## config.mk

```make
export PLATFORM = sky130hd
export DESIGN_NAME = pbyte_rx
export DESIGN_NICKNAME = d
export VERILOG_FILES = /design/src/rtl/pbyte_rx_pkg.sv /design/src/rtl/pbyte_rx_sync.sv /design/src/rtl/pbyte_rx_timer.sv /design/src/rtl/pbyte_rx_ctrl.sv /design/src/rtl/pbyte_rx.sv
export SDC_FILE = /design/constraint.sdc
export NUM_CORES = 1
export LEC_CHECK = 0
export BUFFER_PORTS_ARGS = -buffer_cell sky130_fd_sc_hd__buf_2
export CORE_MARGIN = 2
export CORE_UTILIZATION = 35
export CTS_CLUSTER_SIZE = 16
export DETAILED_ROUTE_END_ITERATION = 10
export GPL_TIMING_DRIVEN = 1
export PLACE_DENSITY = 0.52
export SLEW_MARGIN = 15
export SYNTH_ARGS = -nofsm -noshare
export SYNTH_HDL_FRONTEND = slang
export SYNTH_SLANG_ARGS = --single-unit
```

## constraint.sdc

```tcl
create_clock -name clk -period 3 [get_ports clk]
set_input_delay 0.15 -clock clk [delete_from_list [all_inputs] [get_ports clk]]
set_output_delay 0.15 -clock clk [all_outputs]
set_load 0.02 [all_outputs]
```

## src/rtl/pbyte_rx_pkg.sv

```systemverilog
package pbyte_rx_pkg;

   typedef enum logic [1:0] {
      ST_IDLE = 2'd0,
      ST_ACK  = 2'd1,
      ST_WAIT = 2'd2
   } rx_state_e;

   function automatic int unsigned cnt_width(input int unsigned n);
      return (n > 1) ? $clog2(n) : 1;
   endfunction

endpackage

```

## src/rtl/pbyte_rx_sync.sv

```systemverilog
module pbyte_rx_sync #(
   parameter int unsigned DATA_W     = 8,
   parameter int unsigned STAGES     = 2,
   parameter bit          ACTIVE_LOW = 1'b1
) (
   input  logic              clk,
   input  logic              rst_n,
   input  logic              stb_pin_i,
   input  logic [DATA_W-1:0] data_pin_i,
   output logic              hit_o,
   output logic [DATA_W-1:0] data_s_o
);

   localparam logic IDLE_LVL = ACTIVE_LOW ? 1'b1 : 1'b0;

   logic [STAGES-1:0]  stb_chain_q;
   logic               stb_prev_q;
   logic [DATA_W-1:0]  dat_chain_q [STAGES];

   always_ff @(posedge clk or negedge rst_n) begin
      if (!rst_n) begin
         stb_chain_q <= {STAGES{IDLE_LVL}};
         stb_prev_q  <= IDLE_LVL;
      end else begin
         stb_chain_q <= {stb_chain_q[STAGES-2:0], stb_pin_i};
         stb_prev_q  <= stb_chain_q[STAGES-1];
      end
   end

   for (genvar s = 0; s < STAGES; s++) begin : g_dstage
      always_ff @(posedge clk or negedge rst_n) begin
         if (!rst_n)
            dat_chain_q[s] <= '0;
         else if (s == 0)
            dat_chain_q[s] <= data_pin_i;
         else
            dat_chain_q[s] <= dat_chain_q[(s == 0) ? 0 : s-1];
      end
   end

   if (ACTIVE_LOW) begin : g_fall
      assign hit_o = stb_prev_q & ~stb_chain_q[STAGES-1];
   end else begin : g_rise
      assign hit_o = ~stb_prev_q & stb_chain_q[STAGES-1];
   end

   assign data_s_o = dat_chain_q[STAGES-1];

endmodule

```

## src/rtl/pbyte_rx_timer.sv

```systemverilog
module pbyte_rx_timer #(
   parameter int unsigned CYCLES = 10
) (
   input  logic clk,
   input  logic rst_n,
   input  logic load_i,
   output logic expire_o
);

   localparam int unsigned CW = pbyte_rx_pkg::cnt_width(CYCLES);
   localparam logic [CW-1:0] LOAD_VAL = CW'(CYCLES - 1);

   logic [CW-1:0] cnt_q;
   logic          active_q;

   always_ff @(posedge clk or negedge rst_n) begin
      if (!rst_n) begin
         cnt_q    <= '0;
         active_q <= 1'b0;
      end else if (load_i) begin
         cnt_q    <= LOAD_VAL;
         active_q <= 1'b1;
      end else if (active_q) begin
         if (cnt_q == '0)
            active_q <= 1'b0;
         else
            cnt_q <= cnt_q - 1'b1;
      end
   end

   assign expire_o = active_q && (cnt_q == '0);

   AST_TIMER_STOPS: assert property (@(posedge clk) disable iff (!rst_n)
      (expire_o && !load_i) |=> !active_q) else $error("timer ran past zero");

endmodule

```

## src/rtl/pbyte_rx_ctrl.sv

```systemverilog
module pbyte_rx_ctrl
   import pbyte_rx_pkg::*;
#(
   parameter int unsigned DATA_W = 8
) (
   input  logic              clk,
   input  logic              rst_n,
   input  logic              req_i,
   input  logic              expire_i,
   input  logic              hit_i,
   input  logic [DATA_W-1:0] data_s_i,
   output logic              load_o,
   output logic              ack_n_o,
   output logic              busy_o,
   output logic              valid_o,
   output logic [DATA_W-1:0] data_o
);

   rx_state_e state_q, state_d;
   logic      take;

   assign load_o = (state_q == ST_IDLE) && req_i;
   assign take   = (state_q == ST_WAIT) && hit_i;

   always_comb begin
      state_d = state_q;
      unique case (state_q)
         ST_IDLE: if (req_i)    state_d = ST_ACK;
         ST_ACK:  if (expire_i) state_d = ST_WAIT;
         ST_WAIT: if (hit_i)    state_d = ST_IDLE;
         default:               state_d = ST_IDLE;
      endcase
   end

   always_ff @(posedge clk or negedge rst_n) begin
      if (!rst_n) begin
         state_q <= ST_IDLE;
         ack_n_o <= 1'b1;
         busy_o  <= 1'b1;
         valid_o <= 1'b0;
         data_o  <= '0;
      end else begin
         state_q <= state_d;
         valid_o <= take;
         if (load_o) begin
            ack_n_o <= 1'b0;
            busy_o  <= 1'b0;
         end
         if ((state_q == ST_ACK) && expire_i)
            ack_n_o <= 1'b1;
         if (take) begin
            busy_o <= 1'b1;
            data_o <= data_s_i;
         end
      end
   end

   AST_ACK_NEEDS_READY: assert property (@(posedge clk) disable iff (!rst_n)
      !ack_n_o |-> !busy_o) else $error("ack low while busy");
   AST_ACK_END_READY: assert property (@(posedge clk) disable iff (!rst_n)
      $rose(ack_n_o) |-> !busy_o) else $error("busy rose during ack");
   AST_VALID_WITH_BUSY: assert property (@(posedge clk) disable iff (!rst_n)
      valid_o |-> busy_o) else $error("valid without busy");
   AST_BUSY_RISE_CAPTURE: assert property (@(posedge clk) disable iff (!rst_n)
      $rose(busy_o) |-> valid_o) else $error("busy rose without capture");
   AST_VALID_SINGLE: assert property (@(posedge clk) disable iff (!rst_n)
      valid_o |=> !valid_o) else $error("valid longer than one cycle");
   AST_DATA_HOLD: assert property (@(posedge clk) disable iff (!rst_n)
      !$stable(data_o) |-> valid_o) else $error("data changed without capture");

endmodule

```

## src/rtl/pbyte_rx.sv

```systemverilog
module pbyte_rx #(
   parameter int unsigned DATA_W         = 8,
   parameter int unsigned ACK_CYCLES     = 10,
   parameter int unsigned SYNC_STAGES    = 2,
   parameter bit          STB_ACTIVE_LOW = 1'b1
) (
   input  logic              clk,
   input  logic              rst_n,
   input  logic [DATA_W-1:0] host_data_i,
   input  logic              host_stb_n_i,
   output logic              host_ack_n_o,
   output logic              host_busy_o,
   input  logic              req_i,
   output logic              valid_o,
   output logic [DATA_W-1:0] data_o
);

   if (DATA_W < 1) begin : g_bad_width
      $error("pbyte_rx: DATA_W must be at least 1");
   end
   if (ACK_CYCLES < 1) begin : g_bad_ack
      $error("pbyte_rx: ACK_CYCLES must be at least 1");
   end
   if (SYNC_STAGES < 2) begin : g_bad_sync
      $error("pbyte_rx: SYNC_STAGES must be at least 2");
   end

   logic              hit;
   logic              expire;
   logic              load;
   logic [DATA_W-1:0] data_s;

   pbyte_rx_sync #(
      .DATA_W     (DATA_W),
      .STAGES     (SYNC_STAGES),
      .ACTIVE_LOW (STB_ACTIVE_LOW)
   ) u_sync (
      .clk        (clk),
      .rst_n      (rst_n),
      .stb_pin_i  (host_stb_n_i),
      .data_pin_i (host_data_i),
      .hit_o      (hit),
      .data_s_o   (data_s)
   );

   pbyte_rx_timer #(
      .CYCLES   (ACK_CYCLES)
   ) u_timer (
      .clk      (clk),
      .rst_n    (rst_n),
      .load_i   (load),
      .expire_o (expire)
   );

   pbyte_rx_ctrl #(
      .DATA_W   (DATA_W)
   ) u_ctrl (
      .clk      (clk),
      .rst_n    (rst_n),
      .req_i    (req_i),
      .expire_i (expire),
      .hit_i    (hit),
      .data_s_i (data_s),
      .load_o   (load),
      .ack_n_o  (host_ack_n_o),
      .busy_o   (host_busy_o),
      .valid_o  (valid_o),
      .data_o   (data_o)
   );

endmodule

```

Word-level counts from Yosys, hierarchy flattened
Index checks and enable logic that the tools add are counted.

cells by class
  reductions and logical operators = 11
  magnitude comparators = 0
  shift operators = 0
  multipliers = 0
  bitwise operators = 2
  multiplexer cells = 13
  eq/ne operators = 6
  add/sub/neg operators = 1
  divide/modulo/power cells = 0

operator list
  operator                                                                  number
  4-bit 2-to-1 mux                                                          3
  1-bit 2-to-1 mux                                                          6
  2-bit 2-to-1 mux                                                          3
  2-bit one-hot mux with 3 select lines                                     1
  2-bit nonzero test                                                        3
  1-bit logical AND                                                         4
  4-bit zero test                                                           1
  2-bit by 1-bit inequality test with 1-bit output (second input constant)  2
  2-bit inequality test (second input constant)                             2
  4-bit by 1-bit subtractor with 4-bit output (second input constant)       1
  3-bit AND reduction                                                       1
  2-bit by 1-bit equality test with 1-bit output (second input constant)    1
  2-bit equality test (second input constant)                               1
  2-bit zero test                                                           1
  2-bit AND reduction                                                       1
  1-bit bitwise AND                                                         1
  1-bit inverter                                                            1

word-level totals
  ROM bits = 0
  latch bits = 0
  flip-flop bits (word level) = 37
  memories = 0
  logic and storage cells = 44
  output and inout bits = 11
  RAM bits = 0

Logic depth before layout (Yosys ltp)
Gate-level depths: netlist of the first run.

  depth after elaboration = 4
  depth in mapped cells = 5

Modules after synthesis
From an unflattened synthesis of the first run, not the netlist that was laid out.

second synthesis, totals
  cell total of the unflattened synthesis = 93
  area, all modules = 1,338.8 µm²

modules (own cells, without submodules)
  module          cells an instance  sequential area each (µm²)  area an instance (µm²)  instances
  pbyte_rx_sync   28                 479.2                       553.0                   1
  pbyte_rx_ctrl   39                 327.8                       515.5                   1
  pbyte_rx_timer  26                 125.1                       270.3                   1

Worst setup path before layout of the first run
Ideal clock, no wire load.

  path type = flip-flop to flip-flop
  start point = register u_timer.cnt_q[0]
  end point = register u_timer.cnt_q[0]
  arrival = 1.254 ns
  stages on the path, launching flop included = 6
  setup time = 0.076 ns
  slack = 1.670 ns
  data required time = 2.924 ns
  cells stage by stage = dfrtp_1 inv_1 ha_1 or3b_1 and3_1 o21ai_1

between the ends
  cells in the longest elaborated chain, start to end = 4
  elaborated cells on any way between the ends = 7
  classes of those cells = add/sub: 1; eq/ne: 1; mux: 3; reduce/logical: 2

RTL lines
  element                                      RTL line              source
  start, declared                              pbyte_rx_timer.sv:13  logic [CW-1:0] cnt_q;
  start signal, assigned                       pbyte_rx_timer.sv:27  cnt_q <= cnt_q - 1'b1;
  4-bit by 1-bit subtractor with 4-bit output  pbyte_rx_timer.sv:27
  4-bit 2-to-1 mux                             pbyte_rx_timer.sv:24  if (cnt_q == '0)
  4-bit 2-to-1 mux                             pbyte_rx_timer.sv:23  end else if (active_q) begin
  4-bit 2-to-1 mux                             pbyte_rx_timer.sv:20  end else if (load_i) begin

Parallel ways exist; a longest one is shown, timed or not. The select of a mux whose other input is x is not followed.
A chain may end at the register's enable or synchronous reset.

Worst setup path in the final report of the first run
  start point = register u_ctrl.state_q[0]
  end point = register u_ctrl.data_o[7]

between the ends
  cells in the longest elaborated chain, start to end = 2

RTL lines
  element                 RTL line             source
  start, declared         pbyte_rx_ctrl.sv:19  rx_state_e state_q, state_d;
  start signal, assigned  pbyte_rx_ctrl.sv:43  state_q <= state_d;
  2-bit equality test     pbyte_rx_ctrl.sv:23  assign take = (state_q == ST_WAIT) && hit_i;
  1-bit logical AND       pbyte_rx_ctrl.sv:23
  end signal, assigned    pbyte_rx_ctrl.sv:53  data_o <= data_s_i;
  end, declared           pbyte_rx_ctrl.sv:16  output logic [DATA_W-1:0] data_o

No other way between the ends.

==> impl_metrics.toml, run 1 <==
[synthesis]
synth_xor_area_share_pct = 0
netlist_area_sq_mm = 0.00125
synth_fa_ha_area_share_pct = 2.01
ys_top_cells_by_area = "dfrtp_1, dfstp_2, mux2_2, ha_1, nand2_1"
synth_top_area_share_pct = 64.2
synth_compound_area_share_pct = 4.11
ys_types = 24
postSynthCellCount = 80
synth-simple-area-share_pct = 9.63
muxShareOfSynthArea_pct = 8.02
synth_top_family_by_area = "simple AND/OR/NAND/NOR gates"
async_flop_share_pct = 100
syn-mean-instance-area_sq_um = 15.6
ys_top_cells_by_count = "dfrtp_1, mux2_2, nand2_1"
yosysMostFrequentCell = "dfrtp_1"
synth_nets = 94
synth_edf_count = 0
ys_seq_elements = 37
yosysSeqAreaShare_pct = 74.7
yosysTopAreaCell = "dfrtp_1"
ys.flop_type = "dfrtp_1"
ys_warn_count = 0

[power]
power_density_mw_per_mm2 = 743
leakage_uw = 0.000764
ir_worst_vdd_mv = 0.306
fin_total_pwr_uw = 1160

[floorplan]
io_pins = 23
die_w_microns = 63.7
coreArea_sq_mm = 0.00339
row_count = 21
dieArea_sq_mm = 0.00406
die_y_microns = 63.7
start_util_pct = 36.8

[sta]
tightest_slew_ps = 780
rsz0062_at_grt = "no"
timing.fmax_mhz = 569
fin_crit_sh_pct = 58.6
skew_ps = 12.9
finalSetupViolations = 0
slew-limit-headroom_pct = 48.0
min_period_ps = 1760
drv_slew = 0
tns_ps = 0
final_hold_viol_count = 0

[worst_setup_path]
r2r_cells = 3
endpoint_kind = "register"
worstPathMaxFanout = 10
cp.required_ps = 3220
r2r_start = "u_ctrl.state_q[0]"
crit_type = "register to register"
startpoint = "u_ctrl.state_q[0]"
ff2ff_setup_slack_ps = 1240
startpoint_type = "register"
arrival_ps = 1980
endpoint = "u_ctrl.data_o[7]"
r2r-end = "u_ctrl.data_o[7]"

[drt]
drc_errors = 0
route.met3.wl_microns = 96
viasPerCell = 4.38
ant_nets = 0
top_layer_used = "met4"
wl_met2_microns = 905
num_vias = 723
dr.pass1.iters = 4
drt_iter0_markers = 11
met1_length_microns = 865
wl_mm = 1.89
wl_per_cell_microns = 11.4

[clock_tree]
cts_tree = "built"
worst_skew_pair.late_latency_ps = 340
clkTransAtPathRegs_ps = 110
cts_sinks = 37
cts_buffers = 5
htree_num_levels = 2
clockBufferDepth = 2
ctsResizeCount = 0
clockRootBuffer = "clkbuf_4"

[grt]
gr-total-overflow = 0
grtUsageTotal_pct = 10.9
grt_pass1_wl_mm = 3.17
grt_max_degree = 38
antenna_found_initial = 0
grt_pass1_vias = 711

[worst_hold_path]
hold_depth = 3
hold_path.class = "primary input to register"

[run_status]
outcome = "finished clean"

[finish]
final_nets = 132
drive_above_1_share_pct = 36.1
num_antenna_cells = 0
area_delta_synth_final_pct = 24.7

[placement]
dp_hpwl_mm = 1.24
numPortBuffers = 22
gp_congestion = 0.707

[job]
maxCapViolCount = 0
## worst min-delay path by stage
stage	slack, ps	start	endpoint
global route	100	req_i	u_ctrl.state_q[0]
global placement	260	host_stb_n_i	u_sync.stb_chain_q[0]
detailed placement	260	host_stb_n_i	u_sync.stb_chain_q[0]
floorplan	-150	rst_n	u_ctrl.data_o[0]
CTS	70	req_i	u_ctrl.state_q[0]
finish	80	req_i	u_ctrl.state_q[0]
## cell usage in the layout (no fill, tap or decap)
master         instances
mux2_2                 8
nor3b_1                2
clkbuf_4               5
nand2_1                6
dfstp_2                5
nor3b_2                1
a21o_1                 1
clkbuf_1               1
mux2i_1                1
o22ai_1                1
and3_1                 1
a21boi_0               1
buf_2                 22
inv_1                  2
or3b_1                 2
dlygate4sd3_1         10
nand3_1                1
a21oi_1                2
dfrtp_1               32
or3_1                  1
clkinv_2               2
nor4b_1                1
nor2_1                 2
o21ai_1                1
nor2b_1                1
o21ai_0                3
ha_1                   2
nand2b_1               2
## stage by stage
step | std cells | util [%] | cell area, sq um | setup slack [ps] | hold slack (ps)
2_1_floorplan | 80 | - | 1250 | 1670 | -146
3_3_place_gp | 147 | 41.4 | 1400 | 1290 | 255
3_5_place_dp | 147 | 41.4 | 1400 | 1200 | 256
4_1_cts | 165 | 45.9 | 1560 | 1180 | 65.2
5_1_grt | 165 | 45.9 | 1560 | 1060 | 102
6_report | 165 | 45.9 | 1560 | 1240 | 83.6
## report_power, final
part | switching [uW] | internal, uW | leakage (uW) | total (uW)
Sequential | 62.0 | 591 | 0.000445 | 653
Clock | 154 | 89.3 | 0.0000320 | 244
Combinational | 141 | 118 | 0.000287 | 259
Total | 357 | 798 | 0.000764 | 1160
## sequential cells by signal (all words and copies together) (netlist names)
register            flops
u_ctrl.data_o           8
u_sync.dat_chain_q      8
u_sync.data_s_o         8
u_timer.cnt_q           4
u_ctrl.state_q          2
u_sync.stb_chain_q      2
u_ctrl.ack_n_o          1
u_ctrl.busy_o           1
u_ctrl.valid_o          1
u_sync.stb_prev_q       1
u_timer.active_q        1
## logic make-up after synthesis
family | count (synthesis)
compound gates | 9
fa+ha+maj | 2
buf+inv | 3
flops | 37
mux | 9
simple gates | 20
## per-layer routing
layer,track usage (%),vias to the layer above
met3,5.36,2
met4,6.52,0
met1,12.3,358
met2,16.4,20
li1,-,343
met5,0,-
## critical path, stage by stage (launching register included)
cell and delay, ps:
dfrtp_1 430, nand2b_1 180, nor3b_2 620, mux2_2 410
## repair_timing
action / in CTS / in global routing
hold buffers: 10 / 0
setup endpoints to repair: 0 / 0
endpoints found under the hold margin: 41 / 0
setup buffers: 0 / 0
## final cells by class
| cell class | instances | area [sq um] |
|---|---|---|
| Fill cell | 311 | 1830 |
| Sequential cell | 37 | 932 |
| Multi-Input combinational cell | 40 | 297 |
| Timing Repair Buffer | 32 | 210 |
| Tap cell | 46 | 57.6 |
| Clock buffer | 6 | 41.3 |
| Clock inverter | 2 | 10.0 |
| Inverter | 2 | 7.51 |
Note: power is estimated with default switching activity, not from simulation.
==> inputs of run 2 (changes only) <==
--- a/config.mk
+++ b/config.mk
@@ -11,7 +11,7 @@
 export CTS_CLUSTER_SIZE = 16
 export DETAILED_ROUTE_END_ITERATION = 10
 export GPL_TIMING_DRIVEN = 1
-export PLACE_DENSITY = 0.52
+export PLACE_DENSITY = 0.54
 export SLEW_MARGIN = 15
 export SYNTH_ARGS = -nofsm -noshare
 export SYNTH_HDL_FRONTEND = slang
==> constraint.sdc (replaced) <==
create_clock -name clk -period 1.6 [get_ports clk]
set_input_delay 0.08 -clock clk [delete_from_list [all_inputs] [get_ports clk]]
set_output_delay 0.08 -clock clk [all_outputs]
set_load 0.02 [all_outputs]
==> run 2 against run 1 <==
Effect of this change:
- non-clock buffer count increased by 2
- wire length grew 2.4%
- via count grew 2.5%
- final area up 1.8%
- worst hold slack worse by 53 ps
- sequential share of layout area down 1.0 points
- core utilization up 0.81 points
- combinational power is 89% higher
- largest cell class unchanged
==> impl_metrics.toml, run 2 (same netlist as run 1, synthesis figures left out) <==
[sta]
fin_ws_ps = 128
tightest_slew_ps = 441
drv_slew = 0
rsz0062_at_grt = "yes"
slew-limit-headroom_pct = 70.6
holdWs_ps = 30.4
timing.fmax_mhz = 679
min_period_ps = 1470
finalSetupViolations = 0
final_hold_viol_count = 0
tns_ps = 0
fin_crit_sh_pct = 92.0
skew_ps = 9.95

[finish]
area_delta_synth_final_pct = 26.9
postLayoutCoreUtil_pct = 46.7
num_antenna_cells = 0
final_nets = 134
drive_above_1_share_pct = 37.2
fillCellCount = 311
mostFrequentLayoutCells = "dfrtp_1, buf_2, dlygate4sd3_1"
final_common_cell = "dfrtp_1"
design_area_sq_mm = 0.00158

[worst_setup_path]
critical_path.cell_chain = "inv_1 > ha_1 > nor3b_1 > nand3_1 > nor3b_1"
crit_top_cell = "nor3b_1"
arrival_ps = 1690
critPathBufInv = 1
slowest_stage = "dfrtp_1"
critical_path.max_stage_delay_ps = 420
worstPathMaxFanout = 4
crit_type = "register to register"
cp.required_ps = 1820
path_delay_family = "simple AND/OR/NAND/NOR gates"
startpoint_type = "register"
endpoint_kind = "register"

[floorplan]
start_util_pct = 36.8
die_y_microns = 63.7
coreArea_sq_mm = 0.00339
io_pins = 23
die_w_microns = 63.7
dieArea_sq_mm = 0.00406
row_count = 21

[grt]
grt_pass1_vias = 833
gr-total-overflow = 0
grt_max_degree = 20
antenna_found_initial = 0
grtUsageTotal_pct = 12.2
grt_pass1_wl_mm = 3.55

[placement]
gp_congestion = 0.764
dp_hpwl_mm = 1.36
place_ws_ps = 149
dpl_cell_area_sq_mm = 0.00143
numPortBuffers = 22

[power]
power_density_mw_per_mm2 = 1370
ir_worst_vdd_mv = 0.713
leakage_uw = 0.000779

[clock_tree]
post_cts_buffers = 0
clockRootBuffer = "clkbuf_4"
clkTransAtPathRegs_ps = 100
htree_num_levels = 2
clockBufferDepth = 2
ctsResizeCount = 0
worst_skew_pair.late_latency_ps = 330
cts_buffers = 5
cts_sinks = 37
cts_tree = "built"

[drt]
drt_iter0_markers = 17
wl_per_cell_microns = 11.6
drc_errors = 0
dr.pass1.iters = 4
wl_mm = 1.93
ant_nets = 0
num_vias = 741
viasPerCell = 4.44

[job]
maxCapViolCount = 0

[run_status]
outcome = "finished clean"

[worst_hold_path]
hold_path.class = "primary input to register"
## run 2: cell type report
class / count / area [sq um] / area share, %
Clock buffer: 6 / 41.3 / 2.61
Clock inverter: 2 / 10.0 / 0.632
Inverter: 2 / 7.51 / 0.474
Multi-Input combinational cell: 40 / 297 / 18.7
Sequential cell: 37 / 932 / 58.9
Tap cell: 46 / 57.6 / 3.64
Timing Repair Buffer: 34 / 238 / 15.0
## run 2: power breakdown
part	internal [uW]	total, uW	switching, uW
sequential	1110	1230	118
clock	167	445	278
combinational	226	490	264
total	1500	2160	660
## run 2: path summary, 6_finish.rpt
check / endpoint / slack [ps] / from / cells past startpoint
hold reg to reg: u_sync.stb_chain_q[1] / 350 / u_sync.stb_chain_q[0] / 0
hold / removal: u_ctrl.state_q[0] / 30 / req_i / 3
max in group asynchronous: u_ctrl.busy_o / 860 / rst_n / 3
min in group asynchronous: u_timer.cnt_q[2] / 210 / rst_n / 2
setup reg to reg: u_ctrl.state_q[0] / 130 / u_timer.cnt_q[0] / 5
setup / recovery: u_ctrl.state_q[0] / 130 / u_timer.cnt_q[0] / 5
## run 2: worst register-to-register path: cells and delay by family (launching register included)
family | cells | cell delay, ps
flip-flops | 1 | 420
AND/OR/NAND/NOR | 3 | 680
buffers and inverters | 1 | 90
adder cells (fa/ha/maj) | 1 | 180
## run 2: timing repair
item,CTS,global route
setup endpoints to repair,0,1
endpoints found under the hold margin,24,0
hold buffers,10,0
## run 2: through the flow
step           instances  total power, uW
2_1_floorplan         80             1550
3_3_place_gp         149             1700
3_5_place_dp         149             1730
4_1_cts              167             2210
5_1_grt              167             2350
6_report             167             2160
## run 2: per-layer routing
layer | global-route usage, % | up-vias | routed length [microns]
li1 | - | 351 | -
met3 | 6.43 | 2 | 105
met5 | 0 | - | 0
met2 | 19.9 | 18 | 960
met4 | 5.71 | 0 | 19
met1 | 13.1 | 370 | 847
==> inputs of run 3 (changes only) <==
--- a/config.mk
+++ b/config.mk
@@ -6,12 +6,12 @@
 export NUM_CORES = 1
 export LEC_CHECK = 0
 export BUFFER_PORTS_ARGS = -buffer_cell sky130_fd_sc_hd__buf_2
-export CORE_MARGIN = 2
 export CORE_UTILIZATION = 35
 export CTS_CLUSTER_SIZE = 16
 export DETAILED_ROUTE_END_ITERATION = 10
 export GPL_TIMING_DRIVEN = 1
-export PLACE_DENSITY = 0.54
+export MAX_ROUTING_LAYER = met4
+export PLACE_DENSITY_LB_ADDON = 0.15
 export SLEW_MARGIN = 15
 export SYNTH_ARGS = -nofsm -noshare
 export SYNTH_HDL_FRONTEND = slang
==> run 3 against run 2 <==
Effect of this change:
- count of clock-buffer cells in the layout stayed put
- via count down 1.9%
- global-route usage grew 0.35 points
- die area is 6.2% lower
- register-to-register slack about the same
- fmax is 0.83% higher
- non-clock buffer count did not move
- core utilization up 1.1 points
- sequential share of layout area fell by 0.92 points
==> impl_metrics.toml, run 3 (same netlist as run 1, synthesis figures left out) <==
[sta]
fin_ws_ps = 140
tightest_slew_ps = 438
drv_slew = 0
timing.fmax_mhz = 685
slew-limit-headroom_pct = 70.8
min_period_ps = 1460
final_hold_viol_count = 0
fin_crit_sh_pct = 91.3
tns_ps = 0
rsz0062_at_grt = "no"
finalSetupViolations = 0
skew_ps = 7.60

[run_status]
outcome = "finished clean"

[finish]
mostFrequentLayoutCells = "dfrtp_1, buf_2, dlygate4sd3_1"
fillCellCount = 315
drive_above_1_share_pct = 38.0
final_nets = 134
final_common_cell = "dfrtp_1"
num_antenna_cells = 0
area_delta_synth_final_pct = 28.9

[drt]
num_vias = 727
ant_nets = 0
dr.pass1.iters = 4
wl_per_cell_microns = 10.6
drc_errors = 0
viasPerCell = 4.35
wl_mm = 1.78
drt_iter0_markers = 29

[grt]
grt.busiest_layer = "met2"
met2_usage_pct = 17.1
grt_pass1_vias = 708
grt_pass1_wl_mm = 3.17
antenna_found_initial = 0
grt.met1_usage_pct = 15.8
gr-total-overflow = 0
grtUsageTotal_pct = 12.6
grt_max_degree = 38
grtUsageMet3_pct = 4.35

[power]
power_density_mw_per_mm2 = 1470
ir_worst_vdd_mv = 0.714
leakage_uw = 0.000787
fin_total_pwr_uw = 2360

[clock_tree]
htree_num_levels = 2
cts_buffers = 5
post_cts_buffers = 0
clockBufferDepth = 2
cts_tree = "built"
cts_sinks = 37
clockRootBuffer = "clkbuf_4"
worst_skew_pair.late_latency_ps = 320
ctsResizeCount = 0
clkTransAtPathRegs_ps = 110

[floorplan]
start_util_pct = 37.1
io_pins = 23
dieArea_sq_mm = 0.00381
die_w_microns = 61.7
row_count = 21
die_y_microns = 61.7
coreArea_sq_mm = 0.00336

[placement]
gp_congestion = 0.753
numPortBuffers = 22
place_ws_ps = 172
dp_hpwl_mm = 1.16

[worst_setup_path]
cp.required_ps = 1860
worstPathMaxFanout = 4
path_delay_family = "simple AND/OR/NAND/NOR gates"
critPathBufInv = 1
startpoint_type = "register"
arrival_ps = 1720
critical_path.max_stage_delay_ps = 430
critical_path.cell_chain = "inv_1 > ha_1 > or3b_1 > and3_1 > o21ai_1"
crit_type = "register to register"
endpoint_kind = "register"
slowest_stage = "dfrtp_1"

[worst_hold_path]
hold_path.class = "primary input to register"

[job]
maxCapViolCount = 0
## run 3: layout make-up
| class | instances | area [sq um] | share of cell area [%] |
|---|---|---|---|
| inverters | 2 | 7.51 | 0.467 |
| repair buffers | 34 | 225 | 14.0 |
| well taps | 46 | 57.6 | 3.58 |
| clock inverters | 2 | 37.5 | 2.33 |
| clock buffers | 6 | 51.3 | 3.19 |
| flip-flops and latches | 37 | 932 | 58.0 |
| multi-input cells | 40 | 297 | 18.4 |
## run 3: where the power goes
part	switching [uW]	internal [uW]	total, uW	leakage [uW]
sequential	116	1110	1220	0.000445
combinational	256	220	476	0.000298
clock	287	371	658	0.0000445
total	659	1700	2360	0.000787
## run 3: per-stage QoR
| stage | util (%) | area, sq um | std cells | hold slack [ps] |
|---|---|---|---|---|
| floorplan | - | 1250 | 80 | -216 |
| detailed placement | 42.2 | 1420 | 149 | 149 |
| CTS | 47.8 | 1610 | 167 | 14.4 |
| finish | 47.8 | 1610 | 167 | 34.8 |
| global route | 47.8 | 1610 | 167 | 28.1 |
| global placement | 42.2 | 1420 | 149 | 138 |
## run 3: layer usage
layer	share of wire, %	wire, microns
met5	0	0
met4	1.5	26
met3	4.2	75
met2	47	828
met1	48	844
## run 3: worst reg2reg max path: stages, from the launching register on
cell and delay [ps]:
dfrtp_1 430, inv_1 90, ha_1 180, or3b_1 400, and3_1 200, o21ai_1 110
## run 3: final timing paths
kind | from | end | slack, ps | cells after the start
worst max-delay path | u_timer.cnt_q[0] | u_timer.cnt_q[0] | 140 | 5
worst min-delay path | req_i | u_ctrl.state_q[0] | 30 | 3
worst max register to register | u_timer.cnt_q[0] | u_timer.cnt_q[0] | 140 | 5
worst min register to register | u_sync.dat_chain_q[15] | u_sync.data_s_o[7] | 360 | 0
max in group asynchronous | rst_n | u_sync.stb_chain_q[1] | 940 | 3
min in group asynchronous | rst_n | u_ctrl.data_o[3] | 310 | 3
## run 3: what timing repair did
item                                   in CTS  in global routing
setup endpoints to repair                   0                  0
endpoints found under the hold margin      41                  0
hold buffers                               10                  0
